## src/rtl/spi_pg_pkg.sv

```systemverilog
package spi_pg_pkg;
  localparam int WORD_W    = 16;
  localparam int ADDR_LSB  = 5;
  localparam int PAGE_W    = 2;
  localparam int OFF_W     = 6;
  localparam int ADDR_W    = PAGE_W + OFF_W;
  localparam int NUM_PAGES = 3;
  localparam int NUM_REGS  = NUM_PAGES << OFF_W;
  localparam int RST_ADDR  = (1 << OFF_W) + 4;
  localparam logic [WORD_W-1:0] RST_KEY = 16'hBB00;
  localparam int MEAS_CNT  = 5;

  typedef struct packed {
    logic       hit;
    logic [2:0] slot;
  } meas_sel_t;

  // Page 0 measurement locations and their input slot
  function automatic meas_sel_t meas_lookup(input logic [ADDR_W-1:0] a);
    meas_sel_t s;
    s.hit  = 1'b1;
    s.slot = 3'd0;
    case (a)
      8'd5:    s.slot = 3'd0;
      8'd6:    s.slot = 3'd1;
      8'd7:    s.slot = 3'd2;
      8'd9:    s.slot = 3'd3;
      8'd10:   s.slot = 3'd4;
      default: s.hit  = 1'b0;
    endcase
    return s;
  endfunction

  function automatic logic addr_valid(input logic [ADDR_W-1:0] a);
    return a < ADDR_W'(NUM_REGS);
  endfunction
endpackage

```

## src/rtl/spi_pg_shifter.sv

```systemverilog
module spi_pg_shifter
  import spi_pg_pkg::*;
#(
  parameter int DW   = WORD_W,
  parameter int AW   = ADDR_W,
  parameter int ALSB = ADDR_LSB
) (
  input  logic          clk,
  input  logic          rst_n,
  input  logic          sclk,
  input  logic          cs_n,
  input  logic          mosi,
  input  logic [DW-1:0] rd_data,
  output logic [AW-1:0] addr,
  output logic          wr_stb,
  output logic [DW-1:0] wr_data,
  output logic          miso
);
  localparam int CNT_W = $clog2(2*DW+1);
  localparam logic [CNT_W-1:0] CMD_LAST   = CNT_W'(DW-1);
  localparam logic [CNT_W-1:0] DATA_FIRST = CNT_W'(DW);
  localparam logic [CNT_W-1:0] FRAME_LAST = CNT_W'(2*DW-1);
  localparam logic [CNT_W-1:0] FRAME_END  = CNT_W'(2*DW);

  logic [2:0] sclk_sy;
  logic [1:0] cs_sy, mosi_sy;
  logic sclk_s, sclk_p, cs_s, mosi_s, rise, fall;

  always_ff @(posedge clk or negedge rst_n) begin
    if (!rst_n) begin
      sclk_sy <= '0;
      cs_sy   <= '1;
      mosi_sy <= '0;
    end else begin
      sclk_sy <= {sclk_sy[1:0], sclk};
      cs_sy   <= {cs_sy[0], cs_n};
      mosi_sy <= {mosi_sy[0], mosi};
    end
  end

  assign sclk_s = sclk_sy[1];
  assign sclk_p = sclk_sy[2];
  assign cs_s   = cs_sy[1];
  assign mosi_s = mosi_sy[1];
  assign rise   = sclk_s & ~sclk_p;
  assign fall   = ~sclk_s & sclk_p;

  logic [CNT_W-1:0] cnt_q, cnt_d;
  logic [DW-1:0]    sh_q, sh_d, sh_next;
  logic             rd_q, rd_d;
  logic [AW-1:0]    addr_q, addr_d;
  logic [DW-1:0]    out_q, out_d;
  logic             miso_q, miso_d;
  logic             load_q, load_d;
  logic             wr_stb_q, wr_stb_d;
  logic [DW-1:0]    wr_data_q, wr_data_d;

  assign sh_next = {sh_q[DW-2:0], mosi_s};

  always_comb begin
    cnt_d     = cnt_q;
    sh_d      = sh_q;
    rd_d      = rd_q;
    addr_d    = addr_q;
    out_d     = out_q;
    miso_d    = miso_q;
    load_d    = 1'b0;
    wr_stb_d  = 1'b0;
    wr_data_d = wr_data_q;
    if (cs_s) begin
      cnt_d  = '0;
      miso_d = 1'b0;
    end else begin
      if (rise && cnt_q != FRAME_END) begin
        sh_d  = sh_next;
        cnt_d = cnt_q + CNT_W'(1);
        if (cnt_q == CMD_LAST) begin
          rd_d   = sh_next[DW-1];
          addr_d = sh_next[ALSB +: AW];
          load_d = 1'b1;
        end
        if (cnt_q == FRAME_LAST && !rd_q) begin
          wr_stb_d  = 1'b1;
          wr_data_d = sh_next;
        end
      end
      if (load_q) begin
        out_d = rd_q ? rd_data : '0;
      end else if (fall && cnt_q >= DATA_FIRST) begin
        miso_d = out_q[DW-1];
        out_d  = {out_q[DW-2:0], 1'b0};
      end
    end
  end

  always_ff @(posedge clk or negedge rst_n) begin
    if (!rst_n) begin
      cnt_q     <= '0;
      sh_q      <= '0;
      rd_q      <= 1'b0;
      addr_q    <= '0;
      out_q     <= '0;
      miso_q    <= 1'b0;
      load_q    <= 1'b0;
      wr_stb_q  <= 1'b0;
      wr_data_q <= '0;
    end else begin
      cnt_q     <= cnt_d;
      sh_q      <= sh_d;
      rd_q      <= rd_d;
      addr_q    <= addr_d;
      out_q     <= out_d;
      miso_q    <= miso_d;
      load_q    <= load_d;
      wr_stb_q  <= wr_stb_d;
      wr_data_q <= wr_data_d;
    end
  end

  assign addr    = addr_q;
  assign wr_stb  = wr_stb_q;
  assign wr_data = wr_data_q;
  assign miso    = miso_q;

  p_miso_quiet_r4: assert property (@(posedge clk) disable iff (!rst_n)
    cs_s |=> (miso_q == 1'b0));

  p_miso_fall_only_r3: assert property (@(posedge clk) disable iff (!rst_n)
    (miso_q != $past(miso_q)) |-> $past(fall || cs_s));

  p_cnt_bound_r9: assert property (@(posedge clk) disable iff (!rst_n)
    cnt_q <= FRAME_END);

  p_wr_single_r2: assert property (@(posedge clk) disable iff (!rst_n)
    wr_stb_q |=> !wr_stb_q);
endmodule

```

## src/rtl/spi_pg_regbank.sv

```systemverilog
module spi_pg_regbank
  import spi_pg_pkg::*;
#(
  parameter int DW    = WORD_W,
  parameter int AW    = ADDR_W,
  parameter int NREG  = NUM_REGS,
  parameter int NMEAS = MEAS_CNT
) (
  input  logic             clk,
  input  logic             rst_n,
  input  logic [AW-1:0]    addr,
  input  logic             wr_stb,
  input  logic [DW-1:0]    wr_data,
  input  logic [NMEAS*DW-1:0] meas_in,
  output logic [DW-1:0]    rd_data
);
  localparam logic [AW-1:0] RST_IDX = AW'(RST_ADDR);

  meas_sel_t sel;
  logic      valid, is_rst, wr_ok, soft_rst;
  logic [NREG-1:0][DW-1:0] regs;

  assign sel      = meas_lookup(addr);
  assign valid    = addr_valid(addr);
  assign is_rst   = (addr == RST_IDX);
  assign wr_ok    = wr_stb && valid && !sel.hit && !is_rst;
  assign soft_rst = wr_stb && is_rst && (wr_data == RST_KEY);

  for (genvar i = 0; i < NREG; i++) begin : g_cell
    localparam meas_sel_t CSEL = meas_lookup(AW'(i));
    if (i == RST_ADDR || CSEL.hit) begin : g_none
      assign regs[i] = '0;
    end else begin : g_store
      logic [DW-1:0] cell_q, cell_d;
      logic          cell_en;
      always_comb begin
        cell_en = soft_rst || (wr_ok && addr == AW'(i));
        cell_d  = soft_rst ? '0 : wr_data;
      end
      always_ff @(posedge clk or negedge rst_n) begin
        if (!rst_n)       cell_q <= '0;
        else if (cell_en) cell_q <= cell_d;
      end
      assign regs[i] = cell_q;
    end
  end

  always_comb begin
    if (sel.hit)    rd_data = meas_in[sel.slot*DW +: DW];
    else if (valid) rd_data = regs[addr];
    else            rd_data = '0;
  end

  p_soft_rst_clears_r7: assert property (@(posedge clk) disable iff (!rst_n)
    soft_rst |=> (regs[0] == '0 && regs[NREG-1] == '0));

  p_write_lands_r2: assert property (@(posedge clk) disable iff (!rst_n)
    wr_ok |=> (regs[$past(addr)] == $past(wr_data)));
endmodule

```

## src/rtl/spi_paged_regs.sv

```systemverilog
module spi_paged_regs
  import spi_pg_pkg::*;
#(
  parameter int DW    = WORD_W,
  parameter int NMEAS = MEAS_CNT
) (
  input  logic                clk,
  input  logic                rst_n,
  input  logic                spi_sclk,
  input  logic                spi_cs_n,
  input  logic                spi_mosi,
  output logic                spi_miso,
  input  logic [NMEAS*DW-1:0] meas_in
);
  logic [ADDR_W-1:0] addr;
  logic              wr_stb;
  logic [DW-1:0]     wr_data, rd_data;

  spi_pg_shifter #(.DW(DW), .AW(ADDR_W), .ALSB(ADDR_LSB)) u_shift (
    .clk     (clk),
    .rst_n   (rst_n),
    .sclk    (spi_sclk),
    .cs_n    (spi_cs_n),
    .mosi    (spi_mosi),
    .rd_data (rd_data),
    .addr    (addr),
    .wr_stb  (wr_stb),
    .wr_data (wr_data),
    .miso    (spi_miso)
  );

  spi_pg_regbank #(.DW(DW), .AW(ADDR_W), .NREG(NUM_REGS), .NMEAS(NMEAS)) u_bank (
    .clk     (clk),
    .rst_n   (rst_n),
    .addr    (addr),
    .wr_stb  (wr_stb),
    .wr_data (wr_data),
    .meas_in (meas_in),
    .rd_data (rd_data)
  );
endmodule

```

## config.mk

```make
export PLATFORM = sky130hd
export DESIGN_NAME = spi_paged_regs
export DESIGN_NICKNAME = d
export VERILOG_FILES = /design/src/rtl/spi_pg_pkg.sv /design/src/rtl/spi_pg_shifter.sv /design/src/rtl/spi_pg_regbank.sv /design/src/rtl/spi_paged_regs.sv
export SDC_FILE = /design/constraint.sdc
export NUM_CORES = 2
export LEC_CHECK = 0
export BUFFER_PORTS_ARGS = -buffer_cell sky130_fd_sc_hd__buf_2
export CORE_MARGIN = 4
export CORE_UTILIZATION = 40
export CTS_CLUSTER_DIAMETER = 40
export DETAILED_ROUTE_END_ITERATION = 12
export PLACE_DENSITY = 0.63
export REMOVE_ABC_BUFFERS = 1
export SLEW_MARGIN = 10
export SYNTH_ARGS = -nofsm -noshare
export SYNTH_HDL_FRONTEND = slang
export SYNTH_SLANG_ARGS = --single-unit
```

## constraint.sdc

```tcl
create_clock -name clk -period 6.3 [get_ports clk]
set_clock_uncertainty 0.1 [all_clocks]
set_input_delay 1.26 -clock clk [delete_from_list [all_inputs] [get_ports clk]]
set_output_delay 1.26 -clock clk [all_outputs]
set_load 0.05 [all_outputs]
```

==> metrics.cfg <==
[status]
status=complete, no violations

[critical_path]
path_common_cell=buf_12
critPathKind=reg -> reg
rrSetupSlack_ps=1210
worstPathMaxFanout=181
r2r_end=u_bank.g_cell[99].g_store.cell_q[3]
critPathCaptureType=flop
cp.required_ps=6970
cp.arrival_ps=5770
r2r_cells=7
cp-start-kind=flop
reg2reg_from=u_shift.addr[6]
slowest_stage=or4b_2
path_cells=or4b_2 -> nor4_1 -> nand3_4 -> buf_12 -> buf_12 -> nand2_1 -> o21ai_0
max_stage_delay_ps=1060

[place]
dp_slack_ps=1569
gp_congestion=0.9308
hpwl_um=288600
io_buffers=85

[timing]
period_needed_ps=5092
slew_headroom_pct=8.828
fmax_mhz=196.4
rsz0062_at_grt=no
setup_viol=0
drv_slew=0
setup_ws_ps=1208
fin_setup_tns_ps=0
finalCritPeriodShare_pct=80.82
finalHoldViolCount=0
worstMarginPinSlew_ps=1361

[power]
p_sw_w=0.01005
power.density_nw_per_um2=273.3
p_total_w=0.04537
worst_ir_drop_vdd_mv=0.2493
p_int_w=0.03532
p_clk_share_pct=55.5
swShare_pct=22.14
p_seq_share_pct=43.3
power.leakage_nw=68.50
p_comb_share_pct=1.2

[die]
core.rowCount=221
die_w_um=612.3
ios=86
start_util_pct=40.23
die_h_um=612.3
core_region_area_sq_um=363100
dieArea_sq_um=374900

[cts]
cts_tree=yes
cts_setup_buffers=0
cts_buffers=416
hold_buffers=0
clockBufferDepth=4
htree_levels=5
insertion_delay_ps=990
clk_pin_slew_ps=60
clock-sinks=3048
clock_tree.root_cell=clkbuf_16
cts_resized=0

[final_layout]
fin_nets=14310
areaGrowthSynthToFinish_pct=13.68
final_cell_mix=nand2_1, dfrtp_1, o21ai_0
fillers=33110
drive_gt1_share_pct=15.53
final_common_cell=nand2_1

[detailed_routing]
num_vias=111700
wl_per_cell_um=24.52
ant_nets=0
vias_per_cell=5.765
drtPass1Iterations=6
drc=0
wl_um=475300
drt_iter0_drc=13410

[synthesis]
synth_area_leader_cell=dfrtp_1
async_flop_share_pct=100.0
synth_edf_count=0
synth_seq_cells=3048
synth-warning-count=0
synthCells=14700
synth_area_leaders=dfrtp_1, nand2_1, mux4_2, mux2i_1, o21ai_0
synth_ff_type=dfrtp_1
ys_seq_area_share_pct=52.22
synth_top_cell_area_share_pct=52.19
avgSynthCellArea_sq_um=9.938
synth_area_sq_um=146100
yosys.cell_types.count=84

[hold_path]
hp-class=in -> async

[grt]
gr-total-overflow=0
track_usage_pct=24.90
grt_pass1_vias=109800
grt_pass1_wl_um=720400
grt_max_degree=192
antenna_found_initial=15

[flow_run]
maxCapViolCount=0

## logic make-up (layout without fill, tap and decap cells)
kind of cell    after synthesis  after routing  share of synthesized area [%]
flops                      3048           3048                          52.22
other cells                   0             11                              0
fa+ha+maj                     2              2                        0.01713
simple gates               5378           5378                          14.36
mux                        1700           1700                          17.43
xor+xnor                      4              4                        0.02399
compound gates             3102           3102                          11.64
buf+inv                    1462           1340                          4.306
## worst max-delay path by stage
stage	cells past startpoint	start	slack [ps]	end
floorplan	4	u_shift.addr[0]	-64190	u_bank.g_cell[129].g_store.cell_q[0]
global placement	7	u_shift.addr[6]	1590	u_bank.g_cell[119].g_store.cell_q[7]
detailed placement	7	u_shift.addr[6]	1570	u_bank.g_cell[175].g_store.cell_q[3]
CTS	7	u_shift.addr[6]	1520	u_bank.g_cell[175].g_store.cell_q[3]
global route	7	u_shift.addr[6]	1260	u_bank.g_cell[118].g_store.cell_q[7]
finish	7	u_shift.addr[6]	1210	u_bank.g_cell[99].g_store.cell_q[3]
## critical path, delay by kind of cell, from the launching register on
kind / cells / cell delay [ps]
compound gates: 1 / 100
buf+inv: 2 / 720
flops: 1 / 920
simple gates: 4 / 2680
## registers in the layout (all words and copies together) (netlist names)
signal,count
u_shift.out_q,16
u_shift.wr_data,16
u_bank.g_cell.g_store.cell_q,2976
u_shift.load_q,1
u_shift.mosi_sy,2
u_shift.wr_stb,1
u_shift.sclk_sy,3
u_shift.addr,8
u_shift.miso,1
u_shift.cs_sy,2
u_shift.sh_q,15
u_shift.rd_q,1
u_shift.cnt_q,6
## per-layer routing
metal	share of wire [%]	vias to the layer above	track usage, %
li1	-	49380	-
met1	41	56300	33.87
met5	0.020	-	0
met3	8.9	1087	5.457
met4	5.5	12	12.24
met2	45	4954	37.79
## Yosys cell counts, drive strengths merged (10+ instances only)
| cell | instances |
|---|---|
| o21ai | 2189 |
| mux2 | 59 |
| clkbuf | 978 |
| a221oi | 32 |
| a211oi | 34 |
| nand2 | 4144 |
| nand4 | 12 |
| nor2b | 13 |
| and3 | 21 |
| a2111oi | 10 |
| o221ai | 40 |
| a21oi | 416 |
| a22oi | 178 |
| nand3 | 28 |
| a31oi | 22 |
| o22ai | 65 |
| buf | 464 |
| nor3 | 13 |
| mux4 | 669 |
| inv | 19 |
| mux2i | 972 |
| nor4 | 18 |
| a22o | 38 |
| dfrtp | 3046 |
| nor2 | 1080 |
## cell type report
| class | instances | area, sq um | area share (%) |
|---|---|---|---|
| multi-input cells | 10190 | 63780 | 38.41 |
| flip-flops and latches | 3048 | 76350 | 45.99 |
| diodes | 11 | 27.53 | 0.01658 |
| clock buffers | 511 | 11390 | 6.862 |
| well taps | 4794 | 5998 | 3.613 |
| clock inverters | 263 | 3621 | 2.181 |
| repair buffers | 546 | 4790 | 2.885 |
| inverters | 20 | 75.07 | 0.04521 |
## metrics by stage
step                      instances  instance area, sq um  hold slack, ps  util [%]
after CTS                     19370                166000           169.5     45.72
after global routing          19370                166000           213.1     45.72
after global placement        18590                151000           238.1     41.59
final                         19380                166000           197.2     45.73
after detailed placement      18590                151000           241.1     41.59
after floorplan               13250                139800           231.2         -
## power groups by stage
stage / Sequential, W / Clock, W / Combinational, W
2_1_floorplan: 0.0200 / 0 / 0.0000382
3_3_place_gp: 0.0200 / 0 / 0.000551
3_5_place_dp: 0.0200 / 0 / 0.000550
4_1_cts: 0.0196 / 0.0255 / 0.000551
5_1_grt: 0.0196 / 0.0264 / 0.000610
6_report: 0.0196 / 0.0252 / 0.000525
(Power assumes the default switching activity.)
